[config.mk]
export PLATFORM = sky130hd
export DESIGN_NAME = addr_filter_top
export DESIGN_NICKNAME = d
export VERILOG_FILES = /design/src/rtl/addr_filter_pkg.sv /design/src/rtl/addr_filter_crc.sv /design/src/rtl/addr_filter_cmp.sv /design/src/rtl/addr_filter_hash.sv /design/src/rtl/addr_filter_top.sv
export SDC_FILE = /design/constraint.sdc
export NUM_CORES = 1
export LEC_CHECK = 0
export ABC_AREA = 0
export ABC_CLOCK_PERIOD_IN_PS = 4000
export BUFFER_PORTS_ARGS = -buffer_cell sky130_fd_sc_hd__buf_2
export CORE_ASPECT_RATIO = 0.6
export CORE_MARGIN = 2
export CORE_UTILIZATION = 50
export CTS_CLUSTER_SIZE = 40
export DETAILED_ROUTE_END_ITERATION = 12
export PLACE_DENSITY = 0.71
export SLEW_MARGIN = 30
export SYNTH_ARGS = -nofsm -noshare
export SYNTH_HDL_FRONTEND = slang
export SYNTH_HIERARCHICAL = 1
export SYNTH_SLANG_ARGS = --single-unit
[constraint.sdc]
create_clock -name clk -period 4 [get_ports clk]
set_clock_uncertainty 0.15 [all_clocks]
set_input_delay 0.8 -clock clk [delete_from_list [all_inputs] [get_ports clk]]
set_output_delay 0.8 -clock clk [all_outputs]
set_load 0.01 [all_outputs]
[src/rtl/addr_filter_pkg.sv]
package addr_filter_pkg;
   // receive-mode bit positions (the host's mode register layout depends on them)
   localparam int CFG_BCAST_BIT   = 2;
   localparam int CFG_MCAST_BIT   = 3;
   localparam int CFG_PROMISC_BIT = 4;

   // reflected CRC-32 polynomial used for the group-address hash
   localparam logic [31:0] CRC32_POLY_REFL = 32'hEDB8_8320;

   typedef enum logic [1:0] {
      ADDR_UNI   = 2'd0,
      ADDR_GROUP = 2'd1,
      ADDR_BCAST = 2'd2
   } addr_class_e;
endpackage

[src/rtl/addr_filter_crc.sv]
module addr_filter_crc #(
   parameter int          CRC_W  = 32,
   parameter int          DATA_W = 8,
   parameter logic [CRC_W-1:0] POLY = addr_filter_pkg::CRC32_POLY_REFL
) (
   input  logic              clk,
   input  logic              rst_n,
   input  logic              clear,
   input  logic              step,
   input  logic [DATA_W-1:0] din,
   output logic [CRC_W-1:0]  crc_nxt
);
   logic [CRC_W-1:0] crc_q;

   function automatic logic [CRC_W-1:0] crc_step(input logic [CRC_W-1:0] c,
                                                 input logic [DATA_W-1:0] d);
      logic [CRC_W-1:0] r;
      r = c;
      for (int i = 0; i < DATA_W; i++) begin
         if (r[0] ^ d[i]) r = (r >> 1) ^ POLY;
         else             r = r >> 1;
      end
      return r;
   endfunction

   always_comb crc_nxt = crc_step(crc_q, din);

   always_ff @(posedge clk or negedge rst_n) begin
      if (!rst_n)     crc_q <= '1;
      else if (clear) crc_q <= '1;
      else if (step)  crc_q <= crc_nxt;
   end
endmodule

[src/rtl/addr_filter_cmp.sv]
module addr_filter_cmp #(
   parameter int ADDR_BYTES = 6,
   parameter int DATA_W     = 8,
   parameter int IDX_W      = $clog2(ADDR_BYTES + 1)
) (
   input  logic                         clk,
   input  logic                         rst_n,
   input  logic                         clear,
   input  logic                         step,
   input  logic [IDX_W-1:0]             idx,
   input  logic [DATA_W-1:0]            din,
   input  logic [ADDR_BYTES*DATA_W-1:0] station,
   output logic                         uni_match_nxt,
   output logic                         all_ones_nxt,
   output logic                         group_nxt
);
   logic [DATA_W-1:0] st_b [ADDR_BYTES];
   logic match_q, ones_q, grp_q, first;

   for (genvar k = 0; k < ADDR_BYTES; k++) begin : g_split
      assign st_b[k] = station[k*DATA_W +: DATA_W];
   end

   assign first         = (idx == '0);
   assign uni_match_nxt = (first ? 1'b1 : match_q) & (din == st_b[idx]);
   assign all_ones_nxt  = (first ? 1'b1 : ones_q) & (&din);
   assign group_nxt     = first ? din[0] : grp_q;

   always_ff @(posedge clk or negedge rst_n) begin
      if (!rst_n) begin
         match_q <= 1'b1;
         ones_q  <= 1'b1;
         grp_q   <= 1'b0;
      end else if (clear) begin
         match_q <= 1'b1;
         ones_q  <= 1'b1;
         grp_q   <= 1'b0;
      end else if (step) begin
         match_q <= uni_match_nxt;
         ones_q  <= all_ones_nxt;
         grp_q   <= group_nxt;
      end
   end
endmodule

[src/rtl/addr_filter_hash.sv]
module addr_filter_hash #(
   parameter int HASH_BITS = 6,
   parameter int DATA_W    = 8,
   parameter bit REG_READ  = 1'b0,
   parameter int NREG      = (2 ** HASH_BITS) / DATA_W,
   parameter int AW        = (NREG > 1) ? $clog2(NREG) : 1
) (
   input  logic                 clk,
   input  logic                 rst_n,
   input  logic                 wr_en,
   input  logic [AW-1:0]        addr,
   input  logic [DATA_W-1:0]    wr_data,
   output logic [DATA_W-1:0]    rd_data,
   input  logic [HASH_BITS-1:0] lk_idx,
   output logic                 hit
);
   localparam int BIT_W = $clog2(DATA_W);

   if ((2 ** HASH_BITS) % DATA_W != 0) begin : g_bad_geom
      $error("hash table size must be a multiple of the register width");
   end

   logic [DATA_W-1:0] tab [NREG];

   for (genvar r = 0; r < NREG; r++) begin : g_reg
      always_ff @(posedge clk or negedge rst_n) begin
         if (!rst_n)                          tab[r] <= '0;
         else if (wr_en && addr == AW'(r))    tab[r] <= wr_data;
      end
   end

   assign hit = tab[lk_idx[HASH_BITS-1:BIT_W]][lk_idx[BIT_W-1:0]];

   if (REG_READ) begin : g_rd_reg
      always_ff @(posedge clk or negedge rst_n) begin
         if (!rst_n) rd_data <= '0;
         else        rd_data <= tab[addr];
      end
   end else begin : g_rd_comb
      assign rd_data = tab[addr];
   end
endmodule

[src/rtl/addr_filter_top.sv]
module addr_filter_top #(
   parameter int ADDR_BYTES    = 6,
   parameter int DATA_W        = 8,
   parameter int CRC_W         = 32,
   parameter int HASH_BITS     = 6,
   parameter int CFG_W         = 8,
   parameter bit HASH_REG_READ = 1'b0
) (
   input  logic                                        clk,
   input  logic                                        rst_n,
   input  logic                                        frame_start,
   input  logic                                        byte_valid,
   input  logic [DATA_W-1:0]                           byte_data,
   input  logic [CFG_W-1:0]                            rx_cfg,
   input  logic [ADDR_BYTES*DATA_W-1:0]                station_addr,
   input  logic                                        hash_wr_en,
   input  logic [$clog2((2**HASH_BITS)/DATA_W)-1:0]    hash_addr,
   input  logic [DATA_W-1:0]                           hash_wr_data,
   output logic [DATA_W-1:0]                           hash_rd_data,
   output logic                                        decision_valid,
   output logic                                        accept,
   output logic                                        group_addr
);
   import addr_filter_pkg::*;

   localparam int IDX_W = $clog2(ADDR_BYTES + 1);
   localparam int NREG  = (2 ** HASH_BITS) / DATA_W;
   localparam int AW    = $clog2(NREG);
   localparam logic [IDX_W-1:0] LAST_IDX = IDX_W'(ADDR_BYTES - 1);
   localparam logic [IDX_W-1:0] IDLE_IDX = IDX_W'(ADDR_BYTES);

   if (ADDR_BYTES < 1)          begin : g_bad_len   $error("ADDR_BYTES must be at least 1"); end
   if (HASH_BITS > CRC_W)       begin : g_bad_hash  $error("HASH_BITS exceeds CRC width"); end
   if (CFG_W <= CFG_PROMISC_BIT) begin : g_bad_cfg  $error("CFG_W too narrow for mode bits"); end
   if (NREG < 2)                begin : g_bad_nreg  $error("hash table needs at least two registers"); end

   logic [IDX_W-1:0] byte_cnt;
   logic             take, last_byte;
   logic [CRC_W-1:0] crc_nxt;
   logic             uni_match_nxt, all_ones_nxt, group_nxt, hash_hit, acc_nxt;
   addr_class_e      cls;

   assign take      = byte_valid && !frame_start && (byte_cnt < IDLE_IDX);
   assign last_byte = take && (byte_cnt == LAST_IDX);

   always_ff @(posedge clk or negedge rst_n) begin
      if (!rst_n)           byte_cnt <= IDLE_IDX;
      else if (frame_start) byte_cnt <= '0;
      else if (take)        byte_cnt <= byte_cnt + 1'b1;
   end

   addr_filter_crc #(.CRC_W(CRC_W), .DATA_W(DATA_W)) u_crc (
      .clk(clk), .rst_n(rst_n), .clear(frame_start), .step(take),
      .din(byte_data), .crc_nxt(crc_nxt)
   );

   addr_filter_cmp #(.ADDR_BYTES(ADDR_BYTES), .DATA_W(DATA_W), .IDX_W(IDX_W)) u_cmp (
      .clk(clk), .rst_n(rst_n), .clear(frame_start), .step(take),
      .idx(byte_cnt), .din(byte_data), .station(station_addr),
      .uni_match_nxt(uni_match_nxt), .all_ones_nxt(all_ones_nxt), .group_nxt(group_nxt)
   );

   addr_filter_hash #(.HASH_BITS(HASH_BITS), .DATA_W(DATA_W), .REG_READ(HASH_REG_READ),
                      .NREG(NREG), .AW(AW)) u_hash (
      .clk(clk), .rst_n(rst_n), .wr_en(hash_wr_en), .addr(hash_addr),
      .wr_data(hash_wr_data), .rd_data(hash_rd_data),
      .lk_idx(crc_nxt[CRC_W-1 -: HASH_BITS]), .hit(hash_hit)
   );

   always_comb begin
      if (all_ones_nxt)   cls = ADDR_BCAST;
      else if (group_nxt) cls = ADDR_GROUP;
      else                cls = ADDR_UNI;
      unique case (cls)
         ADDR_BCAST: acc_nxt = rx_cfg[CFG_BCAST_BIT];
         ADDR_GROUP: acc_nxt = rx_cfg[CFG_MCAST_BIT] && hash_hit;
         default:    acc_nxt = uni_match_nxt;
      endcase
      if (rx_cfg[CFG_PROMISC_BIT]) acc_nxt = 1'b1;
   end

   logic unused_cfg;
   assign unused_cfg = ^rx_cfg;

   always_ff @(posedge clk or negedge rst_n) begin
      if (!rst_n) begin
         decision_valid <= 1'b0;
         accept         <= 1'b0;
         group_addr     <= 1'b0;
      end else if (frame_start) begin
         decision_valid <= 1'b0;
         accept         <= 1'b0;
         group_addr     <= 1'b0;
      end else if (last_byte) begin
         decision_valid <= 1'b1;
         accept         <= acc_nxt;
         group_addr     <= group_nxt;
      end
   end
endmodule

==> summary.md, run 1 <==
| Metric | Value |
|---|---|
| Status | finished clean |
| Hold buffer count at cts | 0 |
| Crit end category | flop |
| Post-route ant nets | 0 |
| DRC | 0 |
| Synth-to-Final Area Change | 14.9% |
| Hold Path Class | in2async |
| Synth Net Count | 598 |
| Yosys reg bits | between 100 and 150 |
| Hpwl dp | around 11000 um |
| First-pass GRT wire length | roughly 26000 um |
| TritonCTS Buffers | 9 |
| Root buffer cell | clkbuf_16 |
| Worst r2r dst | accept |
| Slew Viols, Final | 0 |
| Minimum clock period | 3.83 ns |
| Clock sink total | 105 |
| Placed Area | 7590 um^2 |
| Max frequency | between 0.2 and 0.3 GHz |
| Largest net degree at the start of global routing | 77 |
| Data required time of the worst path | 4.07 ns |
| Pre-CTS setup slack | -0.187 ns |
| Most used DFF post-synth | dfrtp_1 |
| GPL Wtd Cong | 0.849 |
| TritonCTS clock tree | built |
| LEAKAGE | ~3.2 nW |
| Max cap viols | 0 |
| Via Count | roughly 4700 |
| Avg WL per Cell | between 20 and 25 um |
| Critical Path Fanout Max | 11 |
| Post-synth top cells | 75 x mux2_2, 69 x dfrtp_1, 45 x xnor2_1 |
| Area contributors post-synth | dfrtp_1 25%, dfstp_2 14%, mux2_2 12%, mux4_2 9.9%, xnor2_1 5.7% |
| FP Rows | 33 |
| Die Area | 14700 um^2 |
| Startpoint types | input pin |
| Main combinational cell family by area after synthesis | multiplexers |
| Worst reg-to-reg path cell count | 13 |
| Core area | approximately 14000 um^2 |
| DR pass1 iterations | 4 |
| Setup-failing EPs final | 0 |
| Final instance area | 7880 um^2 |
| Multiplexer share of the synthesized area | 27.5% |
| Total power | 0.00422 W |
| FF-to-FF Start | u_crc/crc_q[6] |
| Power Density | 535 nW/um^2 |
| Vias/cell | 5.94 |
| Synth Area in Compound Gates | 7.95% |
| GRT Residual Overflow | 0 |
| Top-level port count | about 90 |
| Fin util | 58.2% |
| H-tree depth | 3 |
| Initial Utilization | between 50% and 60% |
| Antenna violations before repair | 0 |
| RSZ-0062 raised after global routing | false |
| Dominant cell type by area after synthesis | dfrtp_1 |
| Post-Synth Adder-Cell Area | 0.365% |
| Nets@finish | 698 |
| Synth Area in Simple Gates | 8.97% |
| Final wirelength | between 15000 and 20000 um |
| Netlist Area Pre-Place | 6860 um^2 |
| Post-CTS Setup Bufs | 0 |
| Die X | 155 um |
| Worst-path clk slew | 0.07 ns |
| Fin. Hold Viols | 0 |
| Max_slew headroom | 37.4% |
| Yosys cell types | 60 |
| Port bufs | 85 |
| Diodes inserted | 0 |
| FFs w/ async S/R, synth | 100% |
| Synth Area per Inst | 13.3 um^2 |
| Worst-margin pin slew | 0.934 ns |
| Final Worst Setup Slack | roughly 0.17 ns |
| VDD IR max | ~0.00032 V |
| Post-synth top area share | 25.2% |
| Layout cells sized above 1 | between 40% and 50% |
| Post-synth EDFFs | 0 |
| Setup CP Type | in2reg |
| Iteration-0 DRC Markers | 449 |
| GRT Total Usage | between 20% and 30% |
| R2R setup slack | 0.22 ns |
| CP arrival | 3.90 ns |
| Sequential share of the synthesized area | 39.0% |
| Maximum clock insertion buffer count | 2 |
| Post-Synth XOR/XNOR Area | 13.2% |
| Clock Latency Late Sink | 0.35 ns |
| Chip Height | about 95 um |
| Vias in the first global route | 4674 |
| Yosys warnings | 6 |
| Cell count after synthesis | approximately 520 |
| Final worst path period share | between 90 and 100% |
| Post_cts resized | 0 |
| Most common cell in the synthesized netlist | mux2_2 |
## per-layer routing
layer  up-vias  part of all wire (%)  GRT usage (%)
li1       2105                     -              -
met1      2433                    49           36.2
met2       175                    44           33.9
met3        15                   6.0           4.73
met4         0                  0.72           4.28
met5         -                     0              0
## worst max-delay path, cell delays in order
cell and delay [ns]:
buf_2 0.14, xnor2_4 0.17, xnor2_4 0.26, xnor2_4 0.17
xor2_2 0.20, buf_12 0.18, mux4_2 0.55, nor2b_4 0.15
a2111oi_2 0.33, o22ai_1 0.11, and3_1 0.22, and3_1 0.18
o31ai_1 0.32, a211oi_2 0.11
## per-stage QoR
stage	setup TNS [ns]	std cells	hold slack (ns)
2_1_floorplan	0	516	0.317
3_3_place_gp	-0.141	780	0.339
3_5_place_dp	-0.187	780	0.351
4_1_cts	0	796	0.370
5_1_grt	0	796	0.394
6_report	0	796	0.331
## area by class of cell
cell class,count,area [um^2]
Fill cell,1101,5660
Clock buffer,9,225
Sequential cell,105,2670
Inverter,8,30.0
Clock inverter,7,63.8
Multi-Input combinational cell,375,3990
Timing Repair Buffer,117,684
Tap cell,175,219
## kinds of logic (layout without fill, tap and decap cells)
| logic type | count (synthesis) | after routing |
|---|---|---|
| compound gates | 68 | 68 |
| buf+inv | 36 | 141 |
| xor+xnor | 74 | 74 |
| flops | 105 | 105 |
| simple gates | 98 | 98 |
| fa+ha+maj | 2 | 2 |
| mux | 133 | 133 |
## report_power, final
group	internal, W	leakage [nW]	total [W]	switching, W
clock	0.000434	0.136	0.000856	0.000421
sequential	0.00127	1.22	0.00143	0.000157
combinational	0.00105	1.85	0.00194	0.000888
## flip-flops by register name, indices dropped and copies added, names as in the netlist
register / flops
u_hash/tab: 64
u_crc/crc_q: 32
byte_cnt: 3
accept: 1
decision_valid: 1
group_addr: 1
u_cmp/grp_q: 1
u_cmp/match_q: 1
u_cmp/ones_q: 1
## placed cells by master, fill, tap and decap left out, drive strengths merged, types with 5 or more instances in the layout
| cell | n |
|---|---|
| buf | 117 |
| mux2 | 77 |
| dfrtp | 69 |
| xnor2 | 59 |
| nor2b | 39 |
| dfstp | 36 |
| mux4 | 35 |
| a211o | 34 |
| mux2i | 21 |
| nor2 | 16 |
| xor2 | 14 |
| o21ai | 10 |
| inv | 10 |
| clkbuf | 9 |
| nor3 | 8 |
| nand2b | 6 |
| a21oi | 6 |
| nand2 | 5 |
| o22ai | 5 |
## worst max path at each step
stage / start / end / depth (start not counted)
floorplan: byte_data[0] / accept / 13
global placement: byte_data[7] / accept / 14
detailed placement: byte_data[7] / accept / 13
CTS: byte_data[0] / accept / 13
global route: byte_data[7] / accept / 14
finish: byte_data[0] / accept / 14
Note: power is estimated with default switching activity, not from simulation.
==> run 2: changes to the inputs <==
--- a/config.mk
+++ b/config.mk
@@ -6,14 +6,14 @@
 export NUM_CORES = 1
 export LEC_CHECK = 0
 export ABC_AREA = 0
-export ABC_CLOCK_PERIOD_IN_PS = 4000
+export ABC_CLOCK_PERIOD_IN_PS = 3180
 export BUFFER_PORTS_ARGS = -buffer_cell sky130_fd_sc_hd__buf_2
 export CORE_ASPECT_RATIO = 0.6
 export CORE_MARGIN = 2
 export CORE_UTILIZATION = 50
 export CTS_CLUSTER_SIZE = 40
 export DETAILED_ROUTE_END_ITERATION = 12
-export PLACE_DENSITY = 0.71
+export PLACE_DENSITY = 0.73
 export SLEW_MARGIN = 30
 export SYNTH_ARGS = -nofsm -noshare
 export SYNTH_HDL_FRONTEND = slang
==> constraint.sdc (replaced) <==
create_clock -name clk -period 3.18 [get_ports clk]
set_clock_uncertainty 0.15 [all_clocks]
set_input_delay 0.636 -clock clk [delete_from_list [all_inputs] [get_ports clk]]
set_output_delay 0.636 -clock clk [all_outputs]
set_load 0.01 [all_outputs]
==> run 2 against run 1 <==
Against the previous run:
- the flow now finishes with violations (setup timing)
- combinational power increased by 39%
- via count grew 1.8%
- first-iteration DRC count fell by 24%
- critical path type is now reg2reg
- critical endpoint unchanged
- largest cell class unchanged
==> summary.md, run 2 (synthesis gave the netlist of run 1 again) <==
| Metric | Value |
|---|---|
| Setup CP Type | reg2reg |
| TritonCTS Buffers | 9 |
| CP arrival | 3.56 ns |
| TritonCTS clock tree | built |
| Final worst path period share | 110% |
| Vias/cell | 5.86 |
| Final Worst Setup Slack | -0.304 ns |
| DRC | 0 |
| FP Rows | 33 |
| LEAKAGE | 3.36 nW |
| GRT Total Usage | between 20% and 30% |
| Most frequent cells in the layout | 84 x buf_2, 73 x mux2_2, 69 x dfrtp_1 |
| Failing checks | setup timing |
| Synth-to-Final Area Change | 19.7% |
| Initial Utilization | about 50% |
| VDD IR max | 0.000343 V |
| Startpoint types | flop |
| Crit-path cells | xor2_4 -> xnor2_4 -> xnor2_4 -> xor2_2 -> buf_12 -> mux4_2 -> mux2_4 -> a31oi_1 -> nand3_1 -> and3_4 -> and3_4 -> o31ai_4 -> a211oi_2 |
| Die Area | between 10000 and 15000 um^2 |
| Slew Viols, Final | 0 |
| Commonest non-fill, non-tap cell in the layout | buf_2 |
| Max_slew headroom | 60.1% |
| Port bufs | 85 |
| Vias in the first global route | 4882 |
| Max cap viols | 0 |
| Avg WL per Cell | between 20 and 25 um |
| Die X | about 160 um |
| Top-level port count | 91 |
| Iteration-0 DRC Markers | 343 |
| Minimum clock period | 3.48 ns |
| Critical Path Fanout Max | 13 |
| Hpwl dp | between 10000 and 15000 um |
| Most flops, register | u_hash/tab |
| FF-to-FF Start | u_crc/crc_q[6] |
| Largest net degree at the start of global routing | 44 |
| Root buffer cell | clkbuf_16 |
| Maximum clock insertion buffer count | 2 |
| Placed Area | 7820 um^2 |
| Core area | 13500 um^2 |
| First-pass GRT wire length | 26900 um |
| Status | finished with violations |
| R2R setup slack | -0.30 ns |
| Post-route ant nets | 0 |
| Fin. Hold Viols | 0 |
| Worst-path clk slew | 0.07 ns |
| Final cell count without fillers | 821 |
| Setup-failing EPs final | 1 |
| CP max stage delay | 0.58 ns |
| Nets@finish | 723 |
| Max frequency | around 0.29 GHz |
| Via Count | ~4800 |
| Hold buffer count at cts | 0 |
| Worst-margin pin slew | 0.598 ns |
| Crit end category | flop |
| Final instance area | roughly 8000 um^2 |
| Total power | 0.00560 W |
| Number of flip-flops in the largest register | 64 |
| Antenna violations before repair | 0 |
| Chip Height | 94.7 um |
| GPL Wtd Cong | 0.867 |
| Final wirelength | 16600 um |
| RSZ-0062 raised after global routing | true |
| H-tree depth | 3 |
| Power Density | ~680 nW/um^2 |
| Clock sink total | 105 |
| Fin util | approximately three fifths |
| Data required time of the worst path | 3.25 ns |
| Diodes inserted | 0 |
| Worst r2r dst | accept |
| Fillers | roughly 1100 |
| CP max stage cell | dfstp_2 |
| GRT Residual Overflow | 0 |
| Clock Latency Late Sink | 0.35 ns |
| Top Registers | u_hash/tab (64), u_crc/crc_q (32), byte_cnt (3) |
| Worst reg-to-reg path cell count | 13 |
| Inst Count DP | 802 |
| Layout cells sized above 1 | ~53% |
| Final hold slack | 0.131 ns |
| DR pass1 iterations | 5 |
| Hold Path Class | in2async |
-- run 2: cell types whose count changed in the layout (fill, tap and decap cells not counted), sizes merged --
cell      previous run  this run
buf                117       142
clkinvlp             2         0
clkbuf               9        10
inv                 10        11
-- run 2: power by group --
group          internal (W)  switching (W)
clock network      0.000563       0.000524
registers           0.00160       0.000217
logic               0.00154        0.00116
total               0.00370        0.00190
-- run 2: critical path: cells and delay by family (launching register included) --
kind                   cells  cell delay (ns)
AND/OR/NAND/NOR            3             0.46
buffers and inverters      1             0.17
XOR/XNOR                   4             0.75
flip-flops                 1             0.58
multiplexers               2             0.79
AO/OA/AOI/OAI              3             0.44
-- run 2: worst max path at each step --
| stage | start | to | slack, ns | depth (start not counted) |
|---|---|---|---|---|
| finish | u_crc/crc_q[6] | accept | -0.30 | 13 |
| CTS | u_crc/crc_q[7] | accept | -0.36 | 13 |
| detailed placement | byte_data[7] | accept | -0.69 | 14 |
| floorplan | byte_data[0] | accept | -0.42 | 14 |
| global route | u_crc/crc_q[6] | accept | -0.46 | 13 |
| global placement | byte_data[7] | accept | -0.63 | 14 |
-- run 2: final cells by class --
| type | count | area [um^2] | area share (%) |
|---|---|---|---|
| Multi-Input combinational cell | 375 | 4080 | 49.7 |
| Sequential cell | 105 | 2670 | 32.6 |
| Timing Repair Buffer | 142 | 917 | 11.2 |
| Clock buffer | 10 | 239 | 2.91 |
| Tap cell | 175 | 219 | 2.67 |
| Clock inverter | 6 | 48.8 | 0.594 |
| Inverter | 8 | 30.0 | 0.366 |
-- run 2: stage by stage --
stage	setup TNS, ns	worst slack (ns)
after floorplan	-0.425	-0.425
after global placement	-0.628	-0.628
after detailed placement	-0.693	-0.693
after CTS	-0.360	-0.360
after global routing	-0.462	-0.462
final	-0.304	-0.304
-- run 2: metal layers --
layer | wire length, um | part of all wire [%] | up-vias | GRT usage (%)
met1 | 8420 | 51 | 2478 | 37.7
met5 | 0 | 0 | - | 0
met2 | 7190 | 43 | 159 | 34.7
met4 | 122 | 0.73 | 0 | 5.05
li1 | - | - | 2166 | -
met3 | 883 | 5.3 | 12 | 4.54
-- run 2: repair_timing --
action,CTS,global route
setup endpoints to repair,1,1
gates cloned,0,0
gates resized for setup,4,12
buffers inserted,3,0
pin swaps,1,0
